--- config.mk ---
export PLATFORM = sky130hd
export DESIGN_NAME = uop_datapath
export DESIGN_NICKNAME = d
export VERILOG_FILES = /design/src/rtl/uop_pkg.sv /design/src/rtl/uop_field_dec.sv /design/src/rtl/uop_ac_path.sv /design/src/rtl/uop_addr_regs.sv /design/src/rtl/uop_datapath.sv
export SDC_FILE = /design/constraint.sdc
export NUM_CORES = 1
export LEC_CHECK = 0
export BUFFER_PORTS_ARGS = -buffer_cell sky130_fd_sc_hd__buf_2
export CAP_MARGIN = 10
export CELL_PAD_IN_SITES_DETAIL_PLACEMENT = 1
export CELL_PAD_IN_SITES_GLOBAL_PLACEMENT = 2
export CORE_MARGIN = 4
export CORE_UTILIZATION = 39
export DETAILED_ROUTE_END_ITERATION = 8
export PLACE_DENSITY_LB_ADDON = 0.1
export SYNTH_ARGS = -nofsm -noshare
export SYNTH_HDL_FRONTEND = slang
export SYNTH_HIERARCHICAL = 1
export SYNTH_SLANG_ARGS = --single-unit
--- constraint.sdc ---
create_clock -name clk_i -period 7.5 [get_ports clk_i]
set_clock_uncertainty 0.1 [all_clocks]
set_input_delay 0.375 -clock clk_i [delete_from_list [all_inputs] [get_ports clk_i]]
set_output_delay 0.375 -clock clk_i [all_outputs]
set_load 0.01 [all_outputs]
--- src/rtl/uop_pkg.sv ---
package uop_pkg;
  localparam int unsigned FLD_W = 3;
  localparam int unsigned N_FLD = 3;
  localparam int unsigned OPS_W = FLD_W * N_FLD;
  localparam int unsigned N_CODE = 1 << FLD_W;

  // field index within ops_i, most significant first
  localparam int unsigned IDX_F1 = 0;
  localparam int unsigned IDX_F2 = 1;
  localparam int unsigned IDX_F3 = 2;

  typedef enum logic [FLD_W-1:0] {
    F1_NOP = 3'd0, F1_ADD = 3'd1, F1_CLRAC = 3'd2, F1_INCAC = 3'd3,
    F1_DR2AC = 3'd4, F1_DR2AR = 3'd5, F1_PC2AR = 3'd6, F1_WRITE = 3'd7
  } f1_code_e;

  typedef enum logic [FLD_W-1:0] {
    F2_NOP = 3'd0, F2_SUB = 3'd1, F2_OR = 3'd2, F2_AND = 3'd3,
    F2_READ = 3'd4, F2_AC2DR = 3'd5, F2_INCDR = 3'd6, F2_PC2DR = 3'd7
  } f2_code_e;

  typedef enum logic [FLD_W-1:0] {
    F3_NOP = 3'd0, F3_XOR = 3'd1, F3_COM = 3'd2, F3_SHL = 3'd3,
    F3_SHR = 3'd4, F3_INCPC = 3'd5, F3_AR2PC = 3'd6, F3_RSVD = 3'd7
  } f3_code_e;

  // DR input source select
  typedef enum logic [1:0] {
    DR_SRC_MEM = 2'd0, DR_SRC_AC = 2'd1, DR_SRC_INC = 2'd2, DR_SRC_PC = 2'd3
  } dr_src_e;
endpackage

--- src/rtl/uop_field_dec.sv ---
module uop_field_dec #(
  parameter int unsigned W = 3,
  localparam int unsigned N = 1 << W
) (
  input  logic [W-1:0] code_i,
  output logic [N-1:0] hot_o
);
  for (genvar i = 0; i < N; i++) begin : g_line
    assign hot_o[i] = (code_i == W'(i));
  end
endmodule

--- src/rtl/uop_ac_path.sv ---
module uop_ac_path
  import uop_pkg::*;
#(
  parameter int unsigned DATA_W = 16
) (
  input  logic              clk_i,
  input  logic              rst_ni,
  input  logic [N_CODE-1:0] f1_hot_i,
  input  logic [N_CODE-1:0] f2_hot_i,
  input  logic [N_CODE-1:0] f3_hot_i,
  input  logic [DATA_W-1:0] dr_i,
  output logic [DATA_W-1:0] ac_o,
  output logic              ac_zero_o
);
  logic [DATA_W-1:0] ac_q, ac_d;
  logic [DATA_W-1:0] f1_val, f2_val, f3_val;
  logic              f1_wr, f2_wr, f3_wr;

  // per-field write requests onto AC
  assign f1_wr = f1_hot_i[F1_ADD] | f1_hot_i[F1_CLRAC] | f1_hot_i[F1_INCAC] | f1_hot_i[F1_DR2AC];
  assign f2_wr = f2_hot_i[F2_SUB] | f2_hot_i[F2_OR] | f2_hot_i[F2_AND];
  assign f3_wr = f3_hot_i[F3_XOR] | f3_hot_i[F3_COM] | f3_hot_i[F3_SHL] | f3_hot_i[F3_SHR];

  // AND-OR selection per field, decoder lines are one-hot
  always_comb begin
    f1_val = ({DATA_W{f1_hot_i[F1_ADD]}}   & (ac_q + dr_i))
           | ({DATA_W{f1_hot_i[F1_INCAC]}} & (ac_q + DATA_W'(1)))
           | ({DATA_W{f1_hot_i[F1_DR2AC]}} & dr_i);
    f2_val = ({DATA_W{f2_hot_i[F2_SUB]}}   & (ac_q - dr_i))
           | ({DATA_W{f2_hot_i[F2_OR]}}    & (ac_q | dr_i))
           | ({DATA_W{f2_hot_i[F2_AND]}}   & (ac_q & dr_i));
    f3_val = ({DATA_W{f3_hot_i[F3_XOR]}}   & (ac_q ^ dr_i))
           | ({DATA_W{f3_hot_i[F3_COM]}}   & ~ac_q)
           | ({DATA_W{f3_hot_i[F3_SHL]}}   & {ac_q[DATA_W-2:0], 1'b0})
           | ({DATA_W{f3_hot_i[F3_SHR]}}   & {1'b0, ac_q[DATA_W-1:1]});
  end

  // F1 over F2 over F3
  always_comb begin
    if (f1_wr)      ac_d = f1_val;
    else if (f2_wr) ac_d = f2_val;
    else if (f3_wr) ac_d = f3_val;
    else            ac_d = ac_q;
  end

  always_ff @(posedge clk_i or negedge rst_ni) begin
    if (!rst_ni) ac_q <= '0;
    else         ac_q <= ac_d;
  end

  assign ac_o      = ac_q;
  assign ac_zero_o = (ac_q == '0);

  logic unused_hot;
  assign unused_hot = ^{f1_hot_i[F1_NOP], f1_hot_i[F1_DR2AR], f1_hot_i[F1_PC2AR], f1_hot_i[F1_WRITE],
                        f2_hot_i[F2_NOP], f2_hot_i[F2_READ], f2_hot_i[F2_AC2DR], f2_hot_i[F2_INCDR],
                        f2_hot_i[F2_PC2DR], f3_hot_i[F3_NOP], f3_hot_i[F3_INCPC], f3_hot_i[F3_AR2PC],
                        f3_hot_i[F3_RSVD]};
endmodule

--- src/rtl/uop_addr_regs.sv ---
module uop_addr_regs
  import uop_pkg::*;
#(
  parameter int unsigned DATA_W = 16,
  parameter int unsigned ADDR_W = 11
) (
  input  logic              clk_i,
  input  logic              rst_ni,
  input  logic [N_CODE-1:0] f1_hot_i,
  input  logic [N_CODE-1:0] f2_hot_i,
  input  logic [N_CODE-1:0] f3_hot_i,
  input  logic [DATA_W-1:0] ac_i,
  input  logic [DATA_W-1:0] mem_rdata_i,
  output logic [DATA_W-1:0] dr_o,
  output logic [ADDR_W-1:0] ar_o
);
  logic [DATA_W-1:0] dr_q, dr_d;
  logic [ADDR_W-1:0] ar_q, ar_d;
  logic [ADDR_W-1:0] pc_q, pc_d;
  logic              dr_ld, ar_ld, ar_sel_dr, pc_ld, pc_inc;
  dr_src_e           dr_src;

  // DR: F2 is its only writer
  assign dr_ld = f2_hot_i[F2_READ] | f2_hot_i[F2_AC2DR] | f2_hot_i[F2_INCDR] | f2_hot_i[F2_PC2DR];
  always_comb begin
    dr_src = DR_SRC_MEM;
    if (f2_hot_i[F2_AC2DR]) dr_src = DR_SRC_AC;
    if (f2_hot_i[F2_INCDR]) dr_src = DR_SRC_INC;
    if (f2_hot_i[F2_PC2DR]) dr_src = DR_SRC_PC;
  end
  always_comb begin
    unique case (dr_src)
      DR_SRC_AC:  dr_d = ac_i;
      DR_SRC_INC: dr_d = dr_q + DATA_W'(1);
      DR_SRC_PC:  dr_d = {dr_q[DATA_W-1:ADDR_W], pc_q};
      default:    dr_d = mem_rdata_i;
    endcase
  end

  // AR: two F1 lines ORed into the load, line 5 steers the mux to DR
  assign ar_ld     = f1_hot_i[F1_DR2AR] | f1_hot_i[F1_PC2AR];
  assign ar_sel_dr = f1_hot_i[F1_DR2AR];
  assign ar_d      = ar_sel_dr ? dr_q[ADDR_W-1:0] : pc_q;

  // PC: loads only from AR, or counts
  assign pc_ld  = f3_hot_i[F3_AR2PC];
  assign pc_inc = f3_hot_i[F3_INCPC];
  assign pc_d   = pc_ld ? ar_q : pc_q + ADDR_W'(1);

  always_ff @(posedge clk_i or negedge rst_ni) begin
    if (!rst_ni) begin
      dr_q <= '0;
      ar_q <= '0;
      pc_q <= '0;
    end else begin
      if (dr_ld)           dr_q <= dr_d;
      if (ar_ld)           ar_q <= ar_d;
      if (pc_ld || pc_inc) pc_q <= pc_d;
    end
  end

  assign dr_o = dr_q;
  assign ar_o = ar_q;

  logic unused_hot;
  assign unused_hot = ^{f1_hot_i[F1_NOP], f1_hot_i[F1_ADD], f1_hot_i[F1_CLRAC], f1_hot_i[F1_INCAC],
                        f1_hot_i[F1_DR2AC], f1_hot_i[F1_WRITE], f2_hot_i[F2_NOP], f2_hot_i[F2_SUB],
                        f2_hot_i[F2_OR], f2_hot_i[F2_AND], f3_hot_i[F3_NOP], f3_hot_i[F3_XOR],
                        f3_hot_i[F3_COM], f3_hot_i[F3_SHL], f3_hot_i[F3_SHR], f3_hot_i[F3_RSVD]};
endmodule

--- src/rtl/uop_datapath.sv ---
module uop_datapath
  import uop_pkg::*;
#(
  parameter int unsigned DATA_W = 16,
  parameter int unsigned ADDR_W = 11
) (
  input  logic              clk_i,
  input  logic              rst_ni,
  input  logic [OPS_W-1:0]  ops_i,
  input  logic [DATA_W-1:0] mem_rdata_i,
  output logic [ADDR_W-1:0] mem_addr_o,
  output logic [DATA_W-1:0] mem_wdata_o,
  output logic              mem_we_o,
  output logic              ind_o,
  output logic              sign_o,
  output logic              zero_o
);
  logic [N_CODE-1:0] hot [N_FLD];
  logic [DATA_W-1:0] ac, dr;
  logic [ADDR_W-1:0] ar;
  logic              ac_zero;

  // one decoder per field, F1 in the top bits
  for (genvar f = 0; f < N_FLD; f++) begin : g_dec
    uop_field_dec #(.W(FLD_W)) u_dec (
      .code_i (ops_i[OPS_W-1-f*FLD_W -: FLD_W]),
      .hot_o  (hot[f])
    );
  end

  uop_ac_path #(.DATA_W(DATA_W)) u_ac (
    .clk_i     (clk_i),
    .rst_ni    (rst_ni),
    .f1_hot_i  (hot[IDX_F1]),
    .f2_hot_i  (hot[IDX_F2]),
    .f3_hot_i  (hot[IDX_F3]),
    .dr_i      (dr),
    .ac_o      (ac),
    .ac_zero_o (ac_zero)
  );

  uop_addr_regs #(.DATA_W(DATA_W), .ADDR_W(ADDR_W)) u_regs (
    .clk_i       (clk_i),
    .rst_ni      (rst_ni),
    .f1_hot_i    (hot[IDX_F1]),
    .f2_hot_i    (hot[IDX_F2]),
    .f3_hot_i    (hot[IDX_F3]),
    .ac_i        (ac),
    .mem_rdata_i (mem_rdata_i),
    .dr_o        (dr),
    .ar_o        (ar)
  );

  assign mem_addr_o  = ar;
  assign mem_wdata_o = dr;
  assign mem_we_o    = hot[IDX_F1][F1_WRITE];
  assign ind_o       = dr[DATA_W-1];
  assign sign_o      = ac[DATA_W-1];
  assign zero_o      = ac_zero;
endmodule

### Word level (Yosys, flattened, before mapping)

Cells that the tools add are included.

| cells by class | value |
|---|---|
| $lt $le $gt $ge | 0 |
| equality and inequality tests | 23 |
| $add $sub $neg | 5 |
| shifts and indexed selects | 0 |
| div/mod/pow operators | 0 |
| multiplexer cells | 9 |
| reductions and logical operators | 4 |
| multipliers | 0 |
| bitwise gates (word level) | 34 |

Operators by type and width:

| kind | count |
|---|---|
| AND 16 bit | 10 |
| OR 16 bit | 8 |
| two-way mux 16 bit | 3 |
| case mux 16 bit (3 select lines) | 1 |
| == test 3 bit (second input constant) | 11 |
| adder 16 x 1 -> 16 bit (second input constant) | 2 |
| two-way mux 11 bit | 2 |
| == test 3 x 2 -> 1 bit (second input constant) | 6 |
| adder 16 bit | 1 |
| AND 16 x 15 -> 16 bit | 1 |
| zero test 16 bit | 1 |
| NOT 16 bit | 1 |
| subtractor 16 bit | 1 |
| bitwise XOR 16 bit | 1 |
| OR 1 bit | 12 |
| adder 11 x 1 -> 11 bit (second input constant) | 1 |
| == test 3 x 1 -> 1 bit (second input constant) | 3 |
| == test 2 bit (second input constant) | 2 |
| two-way mux 2 bit | 2 |
| nonzero test 3 bit | 1 |
| == test 2 x 1 -> 1 bit (second input constant) | 1 |
| AND reduction 2 bit | 1 |
| logical OR 1 bit | 1 |
| two-way mux 1 bit | 1 |
| NOT 1 bit | 1 |

| storage, ports and cells | value |
|---|---|
| flip-flop bits (word level) | 54 |
| latch bits | 0 |
| RAM bits | 0 |
| ROM bits | 0 |
| word-level logic and storage cells | 80 |
| memories kept | 0 |
| input port bits | 27 |

### Logic depth before layout (Yosys ltp)

| depth | value |
|---|---|
| depth after elaboration | 8 |
| depth in mapped cells | 11 |
| gate-level depth less buffers | 11 |

### Modules after synthesis

Netlist, hierarchy kept.

By module, submodules not included:

| module | cells an instance | area each (µm²) | seq. area each (µm²) | times used |
|---|---|---|---|---|
| uop_ac_path | 524 | 3,727.3 | 400.4 | 1 |
| uop_addr_regs | 270 | 2,382.3 | 950.9 | 1 |
| uop_field_dec | 8 | 65.1 | 0.0 | 3 |
| uop_datapath | 1 | 7.5 | 0.0 | 1 |

### Worst setup path before layout

OpenSTA, ideal clock, no wires.

| timing | value |
|---|---|
| kind | register -> register |
| start | register u_regs.dr_q[0] (netlist: u_regs/dr_o[0]) |
| end | register u_ac.ac_q[12] (netlist: u_ac/ac_o[12]) |
| path slack | 4.806 ns |
| cell stages (with the launch flop) | 11 |
| buffers on the path | 0 |
| data required time | 7.274 ns |
| arrival | 2.468 ns |
| library setup time | 0.126 ns |
| cells stage by stage | dfrtp_1 ha_1 inv_1 fa_1 nor2b_1 o21ai_1 a21oi_1 o311a_1 o21ai_0 a21oi_1 o32a_1 |

| between the ends | value |
|---|---|
| cells in the longest elaborated chain, start to end | 6 |
| elaborated cells on any way between the ends | 10 |
| classes of those cells | 2 x add/sub; 2 x mux; 6 x bitwise |

RTL lines:

| what | RTL line | source |
|---|---|---|
| start, declared | uop_addr_regs.sv:17 | `logic [DATA_W-1:0] dr_q, dr_d;` |
| start signal, assigned | uop_addr_regs.sv:56 | `if (dr_ld) dr_q <= dr_d;` |
| subtractor 16 bit | uop_ac_path.sv:29 | `f2_val = ({DATA_W{f2_hot_i[F2_SUB]}} & (ac_q - dr_i))` |
| AND 16 bit | uop_ac_path.sv:29 |  |
| OR 16 bit | uop_ac_path.sv:30 | `\| ({DATA_W{f2_hot_i[F2_OR]}} & (ac_q \| dr_i))` |
| OR 16 bit | uop_ac_path.sv:31 | `\| ({DATA_W{f2_hot_i[F2_AND]}} & (ac_q & dr_i));` |
| two-way mux 16 bit | uop_ac_path.sv:41 | `else if (f2_wr) ac_d = f2_val;` |
| two-way mux 16 bit (*) | uop_ac_path.sv:40 | `if (f1_wr) ac_d = f1_val;` |
| end signal, assigned | uop_ac_path.sv:47 | `if (!rst_ni) ac_q <= '0;` |
| end signal, assigned | uop_ac_path.sv:48 | `else ac_q <= ac_d;` |
| end, declared | uop_ac_path.sv:15 | `logic [DATA_W-1:0] ac_q, ac_d;` |

Mark *: on every way between the ends. The rest lies on a longest branch, timed or not.
A chain may end at the register's enable or synchronous reset.

### Worst setup path after layout

| timing | value |
|---|---|
| start | register u_regs.dr_q[4] (netlist: u_regs/dr_o[4]) |
| end | register u_ac.ac_q[12] (netlist: u_ac/ac_o[12]) |

The elaborated chain is that of the path after synthesis.

==> impl_metrics.env <==
export IMPL_regArea_um2=1350
export IMPL_fin_crit_ps=3730
export IMPL_root_buffer="clkbuf_16"
export IMPL_total_power_mw=2.43
export IMPL_rsz0062_at_grt="false"
export IMPL_cts_buffer_depth=2
export IMPL_track_usage_pct=27.8
export IMPL_period_share_pct=49.8
export IMPL_numPortBuffers=57
export IMPL_crit_family="compound AO/OA/AOI/OAI gates"
export IMPL_clk_latency_ps=310
export IMPL_coreArea_um2=15800
export IMPL_cts_resized=0
export IMPL_maxCapViolations=0
export IMPL_power_density_nw_per_um2=354
export IMPL_hold_viol=0
export IMPL_ys_warn_count=6
export IMPL_grt_remaining_overflow=0
export IMPL_p_leak_nw=2.79
export IMPL_cp_slowest_cell="dfrtp_1"
export IMPL_grt_pass1_vias=6839
export IMPL_initial_utilization_pct=39.7
export IMPL_clkTransAtPathRegs_ps=80
export IMPL_antenna_cells=0
export IMPL_final_max_slew_viol_count=0
export IMPL_max_freq_ghz=0.268
export IMPL_vias_per_cell=6.36
export IMPL_vias=6678
export IMPL_grt_max_degree=55
export IMPL_syn_cell_area_um2=6290
export IMPL_syn_nets=898
export IMPL_wire_per_inst_um=24.0
export IMPL_dpl_hpwl_mm=18.3
export IMPL_crit_path_cell_trace="inv_1, ha_1, a21oi_1, o21ba_2, a31oi_1, o21ai_0, o2111ai_1, o41ai_1, o32a_1"
export IMPL_worst_pin_slew_ps=1080
export IMPL_finalNetCount=916
export IMPL_ctsHoldBuffers=0
export IMPL_setup_worst_path_end_class="flip-flop"
export IMPL_syn_to_final_growth_pct=9.29
export IMPL_final_layout_size_suffix_gt1_share_pct=14.1
export IMPL_cp_arrival_ps=3830
export IMPL_min_delay_path_class="input port to async pin"
export IMPL_n_fill_cell=1955
export IMPL_status="complete, no violations"
export IMPL_die_x_um=135
export IMPL_cts_tree="done"
export IMPL_gp_congestion=0.881
export IMPL_irDropWorstVdd_mv=0.149
export IMPL_syn_inst=815
export IMPL_worstPathMaxFanout=12
export IMPL_first_iter_violations=562
export IMPL_wirelength_mm=25.2
export IMPL_critical_path_class="flip-flop to flip-flop"
export IMPL_required_ps=7600
export IMPL_drc=0
export IMPL_die_area_um2=18200
export IMPL_setup_viol_count_final=0
export IMPL_htreeDepth=2
export IMPL_slowest_delay_ps=670
export IMPL_crit_buf_inv=1
export IMPL_multi_input_area_um2=4530
export IMPL_pin_count=58
export IMPL_detail_route_antenna_nets=0
export IMPL_grt_pass1_wl_mm=39.7
export IMPL_die_h_um=135
export IMPL_worst_setup_path_start_kind="flip-flop"
export IMPL_clkSinkCount=54
export IMPL_max_slew_margin_pct=27.8
export IMPL_avgSynthCellArea_um2=7.72
export IMPL_tns_ps=0
export IMPL_post_cts_buffers=0
export IMPL_antenna_found_initial=0
export IMPL_dr_pass1_iters=5
export IMPL_numCtsBuffers=5
export IMPL_rows=46
state kept, by name (all words and copies together) (netlist names):
register / count
u_regs/ar_o: 11
u_ac/ac_o: 16
u_regs/pc_q: 11
u_regs/dr_o: 16
placed cells by master, fill, tap and decap left out, drive strengths merged, types with 14 or more instances in the layout:
| cell type | instances |
|---|---|
| o21ai | 84 |
| ha | 54 |
| dfrtp | 54 |
| a31oi | 14 |
| xnor2 | 33 |
| buf | 67 |
| nand4 | 15 |
| nand3 | 22 |
| nand2 | 93 |
| a22oi | 19 |
| a21oi | 63 |
| mux2i | 29 |
| inv | 57 |
| nor3 | 18 |
| nor2 | 26 |
area by class of cell:
class                           count  area share [%]
Timing Repair Buffer               67            5.24
Sequential cell                    54            19.7
Clock inverter                      2           0.291
Tap cell                          216            3.93
Inverter                           55            3.00
Clock buffer                        6            2.02
Multi-Input combinational cell    650            65.9
layer usage:
layer | up-vias | part of all wire [%] | global-route usage (%)
li1 | 3032 | - | -
met1 | 3363 | 45 | 37.6
met2 | 250 | 48 | 46.6
met3 | 33 | 5.2 | 3.54
met4 | 0 | 1.9 | 8.01
met5 | - | 0 | 0
report_power, final:
part / leakage, nW / switching, mW / internal, mW
clock: 0.0794 / 0.131 / 0.137
combinational: 2.03 / 0.922 / 0.571
sequential: 0.678 / 0.277 / 0.392
path summary, 6_finish.rpt:
check,start,endpoint,slack [ps],cells past startpoint
max,u_regs/dr_o[4],u_ac/ac_o[12],3770,9
min,rst_ni,u_ac/ac_o[12],130,2
max reg2reg,u_regs/dr_o[4],u_ac/ac_o[12],3770,9
min reg2reg,u_regs/ar_o[3],u_regs/pc_q[3],420,2
max in group asynchronous,rst_ni,u_regs/dr_o[0],6640,2
min in group clk_i,mem_rdata_i[7],u_regs/dr_o[7],300,3
metrics by stage:
step	cells	instance area [um^2]	worst slack, ps	hold WS [ps]	utilization [%]
CTS	1050	6870	3870	159	43.4
global placement	1042	6720	4130	384	42.4
global route	1050	6870	3640	188	43.4
floorplan	815	6290	4810	-20.6	-
detailed placement	1042	6720	3890	407	42.4
finish	1050	6870	3770	125	43.4
Power figures use the tool's default switching activity.
